==> config.mk <==
export PLATFORM = sky130hd
export DESIGN_NAME = accalu
export DESIGN_NICKNAME = d
export VERILOG_FILES = /design/src/rtl/accalu_pkg.sv /design/src/rtl/accalu_ripple_add.sv /design/src/rtl/accalu_logic_unit.sv /design/src/rtl/accalu_datapath.sv /design/src/rtl/accalu.sv
export SDC_FILE = /design/constraint.sdc
export NUM_CORES = 1
export LEC_CHECK = 0
export BUFFER_PORTS_ARGS = -buffer_cell sky130_fd_sc_hd__clkbuf_2
export CORE_MARGIN = 8
export CORE_UTILIZATION = 54
export CTS_BUF_LIST = sky130_fd_sc_hd__clkbuf_16
export DETAILED_ROUTE_END_ITERATION = 8
export HOLD_SLACK_MARGIN = 0.12
export PLACE_DENSITY = 0.8
export REMOVE_ABC_BUFFERS = 1
export SLEW_MARGIN = 10
export SYNTH_ARGS = -nofsm -noshare
export SYNTH_HDL_FRONTEND = slang
export SYNTH_SLANG_ARGS = --single-unit
==> constraint.sdc <==
create_clock -name clk -period 4.8 [get_ports clk]
set_input_delay 0.96 -clock clk [delete_from_list [all_inputs] [get_ports clk]]
set_output_delay 0.96 -clock clk [all_outputs]
set_load 0.05 [all_outputs]
==> src/rtl/accalu_pkg.sv <==
package accalu_pkg;

  localparam int unsigned OP_W = 3;

  typedef enum logic [OP_W-1:0] {
    OP_OR  = 3'd0,
    OP_AND = 3'd1,
    OP_XOR = 3'd2,
    OP_INC = 3'd3,
    OP_ADC = 3'd4,
    OP_NOP = 3'd5
  } op_e;

  typedef enum logic [1:0] {
    LF_OR  = 2'd0,
    LF_AND = 2'd1,
    LF_XOR = 2'd2,
    LF_OFF = 2'd3
  } logic_fn_e;

endpackage

==> src/rtl/accalu_ripple_add.sv <==
// Ripple-carry adder built from one full-adder cell per bit place.
module accalu_ripple_add #(
  parameter int unsigned WIDTH = 8
) (
  input  logic [WIDTH-1:0] a_i,
  input  logic [WIDTH-1:0] b_i,
  input  logic             ci_i,
  output logic [WIDTH-1:0] sum_o,
  output logic             co_o
);

  logic [WIDTH:0] chain;

  assign chain[0] = ci_i;

  for (genvar gi = 0; gi < WIDTH; gi++) begin : g_cell
    logic half_s;
    assign half_s      = a_i[gi] ^ b_i[gi];
    assign sum_o[gi]   = half_s ^ chain[gi];
    assign chain[gi+1] = (a_i[gi] & b_i[gi]) | (half_s & chain[gi]);
  end

  assign co_o = chain[WIDTH];

endmodule

==> src/rtl/accalu_logic_unit.sv <==
// Bitwise two-input logic slice.
module accalu_logic_unit
  import accalu_pkg::*;
#(
  parameter int unsigned WIDTH = 8
) (
  input  logic [WIDTH-1:0] a_i,
  input  logic [WIDTH-1:0] b_i,
  input  logic_fn_e        fn_i,
  output logic [WIDTH-1:0] res_o
);

  always_comb begin
    unique case (fn_i)
      LF_OR:   res_o = a_i | b_i;
      LF_AND:  res_o = a_i & b_i;
      LF_XOR:  res_o = a_i ^ b_i;
      default: res_o = '0;
    endcase
  end

endmodule

==> src/rtl/accalu_datapath.sv <==
// Next-state logic: selects adder inputs and the value written back.
module accalu_datapath
  import accalu_pkg::*;
#(
  parameter int unsigned WIDTH = 8
) (
  input  logic [WIDTH-1:0] acc_i,
  input  logic             carry_i,
  input  logic [WIDTH-1:0] opnd_i,
  input  logic [OP_W-1:0]  op_i,
  output logic [WIDTH-1:0] acc_d_o,
  output logic             carry_d_o
);

  logic [WIDTH-1:0] add_b;
  logic             add_ci;
  logic [WIDTH-1:0] add_sum;
  logic             add_co;
  logic [WIDTH-1:0] lu_res;
  logic_fn_e        lu_fn;

  // Operand steering for the shared adder: increment adds a carry-in of one.
  always_comb begin
    if (op_i == OP_INC) begin
      add_b  = '0;
      add_ci = 1'b1;
    end else begin
      add_b  = opnd_i;
      add_ci = carry_i;
    end
  end

  always_comb begin
    unique case (op_i)
      OP_OR:   lu_fn = LF_OR;
      OP_AND:  lu_fn = LF_AND;
      OP_XOR:  lu_fn = LF_XOR;
      default: lu_fn = LF_OFF;
    endcase
  end

  accalu_ripple_add #(.WIDTH(WIDTH)) u_add (
    .a_i   (acc_i),
    .b_i   (add_b),
    .ci_i  (add_ci),
    .sum_o (add_sum),
    .co_o  (add_co)
  );

  accalu_logic_unit #(.WIDTH(WIDTH)) u_lu (
    .a_i   (acc_i),
    .b_i   (opnd_i),
    .fn_i  (lu_fn),
    .res_o (lu_res)
  );

  always_comb begin
    acc_d_o   = acc_i;
    carry_d_o = carry_i;
    unique case (op_i)
      OP_OR, OP_AND, OP_XOR: acc_d_o = lu_res;
      OP_INC:                acc_d_o = add_sum;
      OP_ADC: begin
        acc_d_o   = add_sum;
        carry_d_o = add_co;
      end
      default: ;
    endcase
  end

endmodule

==> src/rtl/accalu.sv <==
// Accumulator-feedback logic/arithmetic unit: registers and checks.
module accalu
  import accalu_pkg::*;
#(
  parameter int unsigned WIDTH = 8
) (
  input  logic             clk,
  input  logic             rst_n,
  input  logic [WIDTH-1:0] opnd_i,
  input  logic [OP_W-1:0]  op_i,
  input  logic             exec_i,
  output logic [WIDTH-1:0] acc_o,
  output logic             carry_o
);

  localparam int unsigned SUM_W = WIDTH + 1;

  logic [WIDTH-1:0] acc_q, acc_d;
  logic             carry_q, carry_d;
  logic             upd_en;

  assign upd_en = exec_i;

  accalu_datapath #(.WIDTH(WIDTH)) u_dp (
    .acc_i     (acc_q),
    .carry_i   (carry_q),
    .opnd_i    (opnd_i),
    .op_i      (op_i),
    .acc_d_o   (acc_d),
    .carry_d_o (carry_d)
  );

  always_ff @(posedge clk or negedge rst_n) begin
    if (!rst_n) begin
      acc_q   <= '0;
      carry_q <= 1'b0;
    end else if (upd_en) begin
      acc_q   <= acc_d;
      carry_q <= carry_d;
    end
  end

  assign acc_o   = acc_q;
  assign carry_o = carry_q;

  // idle strobe holds state
  a_r2_idle_hold: assert property (@(posedge clk) disable iff (!rst_n)
    !exec_i |=> ($stable(acc_o) && $stable(carry_o)));

  // AND result, carry untouched
  a_r3_and: assert property (@(posedge clk) disable iff (!rst_n)
    (exec_i && op_i == OP_AND) |=>
      (acc_o == ($past(acc_o) & $past(opnd_i)) && $stable(carry_o)));

  // OR result, carry untouched
  a_r4_or: assert property (@(posedge clk) disable iff (!rst_n)
    (exec_i && op_i == OP_OR) |=>
      (acc_o == ($past(acc_o) | $past(opnd_i)) && $stable(carry_o)));

  // XOR result, carry untouched
  a_r5_xor: assert property (@(posedge clk) disable iff (!rst_n)
    (exec_i && op_i == OP_XOR) |=>
      (acc_o == ($past(acc_o) ^ $past(opnd_i)) && $stable(carry_o)));

  // increment wraps and keeps the carry
  a_r6_inc_keeps_carry: assert property (@(posedge clk) disable iff (!rst_n)
    (exec_i && op_i == OP_INC) |=>
      (acc_o == WIDTH'($past(acc_o) + 1'b1) && $stable(carry_o)));

  // full 9-bit sum with carry-in
  a_r7_adc_sum: assert property (@(posedge clk) disable iff (!rst_n)
    (exec_i && op_i == OP_ADC) |=>
      ({carry_o, acc_o} == (SUM_W'($past(acc_o)) + SUM_W'($past(opnd_i))
                            + SUM_W'($past(carry_o)))));

  // opcodes 5..7 change nothing
  a_r8_nop_hold: assert property (@(posedge clk) disable iff (!rst_n)
    (exec_i && op_i >= OP_NOP) |=> ($stable(acc_o) && $stable(carry_o)));

endmodule

## Word-level counts from Yosys, hierarchy flattened

Index checks and enable logic that the tools add are counted.

| storage, ports and cells | value |
|---|---|
| word-level logic and storage cells | 63 |
| register bits | 9 |
| output and inout bits | 9 |
| input port bits | 14 |

| operators by class | value |
|---|---|
| equal/unequal tests | 6 |
| multiplexer cells | 5 |
| reductions and logical operators | 7 |
| bitwise operators | 43 |

Operator list:

| cell | count |
|---|---|
| $pmux 8 s3 | 1 |
| $and 1x1->1 | 16 |
| $pmux 8 s2 | 1 |
| $xor 1x1->1 | 16 |
| $and 8x8->8 | 1 |
| $mux 8 | 1 |
| $or 1x1->1 | 8 |
| $or 8x8->8 | 1 |
| $xor 8x8->8 | 1 |
| $eq 3x2->1 const B | 2 |
| $pmux 2 s3 | 1 |
| $reduce_and 2->1 | 2 |
| $eq 3x1->1 const B | 1 |
| $eq 3x3->1 const B | 1 |
| $logic_not 3->1 | 1 |
| $reduce_or 3->1 | 1 |
| $eq 2x1->1 const B | 1 |
| $eq 2x2->1 const B | 1 |
| $logic_not 2->1 | 1 |
| $reduce_bool 2->1 | 1 |
| $reduce_or 2->1 | 1 |
| $mux 1 | 1 |

## Logic depth before layout (Yosys ltp)

| depth | value |
|---|---|
| word-level depth | 19 |
| mapped depth | 15 |
| gate-level depth less buffers | 14 |

## Modules after synthesis

A second synthesis with hierarchy kept.

| unflattened totals | value |
|---|---|
| cells, all modules | 186 |
| area, all modules | 1,766.7 µm² |

By module, submodules not included:

| module | instances | sequential area each (µm²) | area an instance (µm²) | cells an instance |
|---|---|---|---|---|
| accalu_logic_unit | 1 | 0.0 | 638.1 | 68 |
| accalu_datapath | 1 | 0.0 | 559.3 | 81 |
| accalu | 1 | 225.2 | 371.6 | 19 |
| accalu_ripple_add | 1 | 0.0 | 197.7 | 18 |

## Least setup slack after synthesis

Ideal clock, no wire load.

| timing path | value |
|---|---|
| path kind | input -> register |
| start point | input port op_i[2] |
| end point | register acc_q[7] (netlist: acc_o[7]) |
| slack | -0.334 ns |
| stages | 15 |
| data arrival time | 5.048 ns |
| required time | 4.714 ns |
| buffers on the path | 1 |
| setup time | 0.086 ns |
| cell sequence | buf_6 > nand3b_1 > and2_1 > fa_1 > fa_1 > fa_1 > fa_1 > fa_1 > fa_1 > fa_1 > inv_1 > fa_1 > a21boi_1 > o22ai_1 > a32oi_1 |

| between the ends | value |
|---|---|
| word-level cells in the longest chain between the ends | 19 |
| elaborated cells on any way between the ends | 47 |
| those cells by class | 6 x eq/ne; 5 x mux; 30 x bitwise; 6 x reduce/logical |

RTL lines:

| item | RTL line | source |
|---|---|---|
| start: declaration | accalu.sv:10 | `input logic [OP_W-1:0] op_i,` |
| $eq 3x2->1 | accalu_datapath.sv:24, accalu_datapath.sv:60 |  |
| $mux 8 | accalu_datapath.sv:24 | `if (op_i == OP_INC) begin` |
| $xor 1x1->1 | accalu_ripple_add.sv:18 | `assign half_s = a_i[gi] ^ b_i[gi];` |
| $and 1x1->1 | accalu_ripple_add.sv:20 | `assign chain[gi+1] = (a_i[gi] & b_i[gi]) \| (half_s & chain[gi]);` |
| $or 1x1->1 | accalu_ripple_add.sv:20 |  |
| $and 1x1->1 | accalu_ripple_add.sv:20 |  |
| $or 1x1->1 | accalu_ripple_add.sv:20 |  |
| $and 1x1->1 | accalu_ripple_add.sv:20 |  |
| (+3 left out) | -- |  |
| $and 1x1->1 | accalu_ripple_add.sv:20 |  |
| $or 1x1->1 | accalu_ripple_add.sv:20 |  |
| $and 1x1->1 | accalu_ripple_add.sv:20 |  |
| $or 1x1->1 | accalu_ripple_add.sv:20 |  |
| $and 1x1->1 | accalu_ripple_add.sv:20 |  |
| $or 1x1->1 | accalu_ripple_add.sv:20 |  |
| $xor 1x1->1 | accalu_ripple_add.sv:19 | `assign sum_o[gi] = half_s ^ chain[gi];` |
| $pmux 8 s2 | accalu_datapath.sv:60 | `unique case (op_i)` |
| end signal: assignment | accalu.sv:35 | `acc_q <= '0;` |
| end signal: assignment | accalu.sv:38 | `acc_q <= acc_d;` |
| end: declaration | accalu.sv:18 | `logic [WIDTH-1:0] acc_q, acc_d;` |

Several ways; a longest one is shown, not always the timed one.
A chain may end at the register's enable or synchronous reset.

## Worst setup path in the final report

Same ends and word-level chain as after synthesis.

==> flow_summary.json <==
{
  "status": "completed",
  "drtIter0Drc": 25,
  "cts_made_buffers": 3,
  "cts.sinks": 9,
  "synth_most_common_cell": "inv_1",
  "syn_avg_cell_area_um2": 8.96,
  "ant_nets": 0,
  "cts_tree": "done",
  "min_period_over_period": 0.977,
  "rsz0062_at_grt": "no",
  "postPlaceCellArea_um2": 1230,
  "die_area_um2": 3720,
  "grtUsageTotal": 0.152,
  "first_pass_iters": 4,
  "drive_above_1_share": 0.322,
  "max_slew_margin": 0.691,
  "grt_overflow_total": 0,
  "clock.fmax_ghz": 0.213,
  "grt_pass1_wl_mm": 4.38,
  "topRoutingLayerUsed": "met4",
  "skew_ns": 0.00255,
  "yosys.area.top_type": "dfrtp_1",
  "synthArstFlopShare": 1.00,
  "portBuffers": 22,
  "ios": 23,
  "synth_area_leaders": "dfrtp_1 21%, ha_1 18%, fa_1 15%",
  "holdCritPathClass": "register to register",
  "peakVddDrop_mv": 0.373,
  "insertedDiodeCount": 0,
  "cts_root_buf": "clkbuf_16",
  "maxCapViolCount": 0,
  "p_per_area_nw_per_um2": 568,
  "rows": 16,
  "maxSlewViolCount": 0,
  "drc_errors": 0,
  "yosysWarnings": 0,
  "synth_cell_type_count": 24,
  "crit_required_ns": 4.95,
  "cp-end-kind": "register",
  "setup_ws_ns": 0.112,
  "grt_pass1_vias": 1030,
  "place.gp.congestion": 0.781,
  "area_growth_pct": 23.0,
  "clk_pin_slew_ns": 0.04,
  "initial_core_util": 0.563,
  "critical_path_arrival_ns": 4.84,
  "antenna_found_initial": 0,
  "nNetsFinal": 188,
  "fp.dieH_um": 61,
  "crit_type": "input pin to register",
  "clk_path_buf_depth": 2,
  "wl_met2_mm": 1.42,
  "netlist_instances": 122,
  "wl_met1_mm": 1.06,
  "wl_met3_um": 144,
  "setup_viol": 0,
  "ys_ff_latch": 9,
  "start_kind": "input pin",
  "dieWidth_um": 61,
  "cp_max_fo": 2,
  "stdcell_area_um2": 1350,
  "yosysTopAreaCellShare": 0.206,
  "synthesis.area_um2": 1090,
  "grt_max_degree": 23,
  "final_hold_viol_count": 0,
  "detail_route.wl_per_cell_um": 15.0,
  "coreArea_um2": 1940,
  "final.min_clock_period_ns": 4.69,
  "synth_edf_count": 0,
  "p_leak_nw": 0.691,
  "synth_seq_area_share": 0.206,
  "routed_wl_mm": 2.64,
  "dpl.hpwl_mm": 2.05,
  "worstMarginPinSlew_ns": 0.461,
  "clock_latency_ns": 0.23,
  "finalSetupTns_ns": 0,
  "vias": 971,
  "synthTopCellsByCount": "18 x inv_1, 16 x ha_1, 9 x dfrtp_1, 9 x nor2_1",
  "total_power_w": 0.000764,
  "viasPerCell": 5.52,
  "cts.htree.levels": 1,
  "place_worst_setup_slack_ns": -0.482,
  "synth_ff_type": "dfrtp_1"
}
-- registers in the layout (all words and copies together) (netlist names) --
name and count:
carry_o 1, acc_o 8
-- routing by layer --
| metal | global-route usage | vias up |
|---|---|---|
| li1 | - | 462 |
| met1 | 0.171 | 479 |
| met2 | 0.293 | 28 |
| met3 | 0.0275 | 2 |
| met4 | 0.0199 | 0 |
| met5 | 0 | - |
-- stage by stage --
stage,hold WS (ns),std cells,util
final,0.505,176,0.693
after global routing,0.524,176,0.693
after CTS,0.512,175,0.683
after detailed placement,0.503,171,0.636
after global placement,0.489,171,0.636
after floorplan,0.664,118,-
-- power breakdown --
group	leakage, nW	total (W)	switching, W	internal [W]
registers	0.108	0.000165	0.0000545	0.000111
logic	0.541	0.000453	0.000278	0.000175
clock network	0.0423	0.000145	0.0000366	0.000109
total	0.691	0.000764	0.000369	0.000395
-- cell usage in the layout, fill, tap and decap left out --
cell	synthesis	routed
clkbuf_2	0	22
inv_1	18	18
ha_1	16	16
nor2_1	9	9
dfrtp_1	9	9
a21oi_1	8	8
a22oi_1	8	8
o21ai_1	7	7
fa_2	0	7
and2_1	7	6
nand2_1	6	6
mux2_2	6	6
o21ai_0	5	5
buf_4	0	4
clkbuf_16	0	3
inv_2	1	2
nand2b_1	2	2
nand3b_1	1	1
and2_4	0	1
a21boi_1	1	1
o22ai_1	1	1
a32oi_1	1	1
nand3_1	1	1
or2_4	1	1
nor3b_2	1	1
a21o_1	1	1
fa_1	8	1
buf_6	2	1
-- area by class of cell --
class                   count  area (um2)
fillers                   166         597
multi-input cells          90         785
flip-flops and latches      9         225
repair buffers             27         151
well taps                  27        33.8
clock buffers               3        75.1
clock inverters             1        3.75
inverters                  19        71.3
-- logic make-up after synthesis --
kind of cell               share of synthesized area
AOI/OAI and AO/OA                              0.174
adders and majority gates                      0.330
buffers and inverters                         0.0950
DFF                                            0.206
muxes                                         0.0618
and+or+nand+nor                                0.134
-- what timing repair did --
item,4_1_cts,5_1_grt
setup buffers,0,1
hold buffers,0,0
hold endpoints to repair,0,0
setup endpoints to repair,1,1
pin swaps,0,6
resized for setup,5,5
-- worst max-delay path, cell delays in order --
cell      delay, ns
clkbuf_2       0.08
nand3b_1       0.18
and2_4         0.18
fa_2           0.36
fa_2           0.39
fa_2           0.35
fa_2           0.35
fa_2           0.35
fa_2           0.35
fa_2           0.34
inv_2          0.06
fa_1           0.43
a21boi_1       0.17
o22ai_1        0.10
a32oi_1        0.17
-- path summary, 6_finish.rpt --
path,start,to,slack (ns),depth (start not counted)
max reg2reg,carry_o$_DFFE_PN0P_,acc_o[7]$_DFFE_PN0P_,0.68,13
max,op_i[2],acc_o[7]$_DFFE_PN0P_,0.11,15
max in group asynchronous,rst_n,acc_o[2]$_DFFE_PN0P_,4.00,1
min,carry_o$_DFFE_PN0P_,carry_o$_DFFE_PN0P_,0.51,2
min reg2reg,carry_o$_DFFE_PN0P_,carry_o$_DFFE_PN0P_,0.51,2
min in group asynchronous,rst_n,acc_o[6]$_DFFE_PN0P_,0.59,1
No activity file was read; power rests on OpenSTA's default activity.
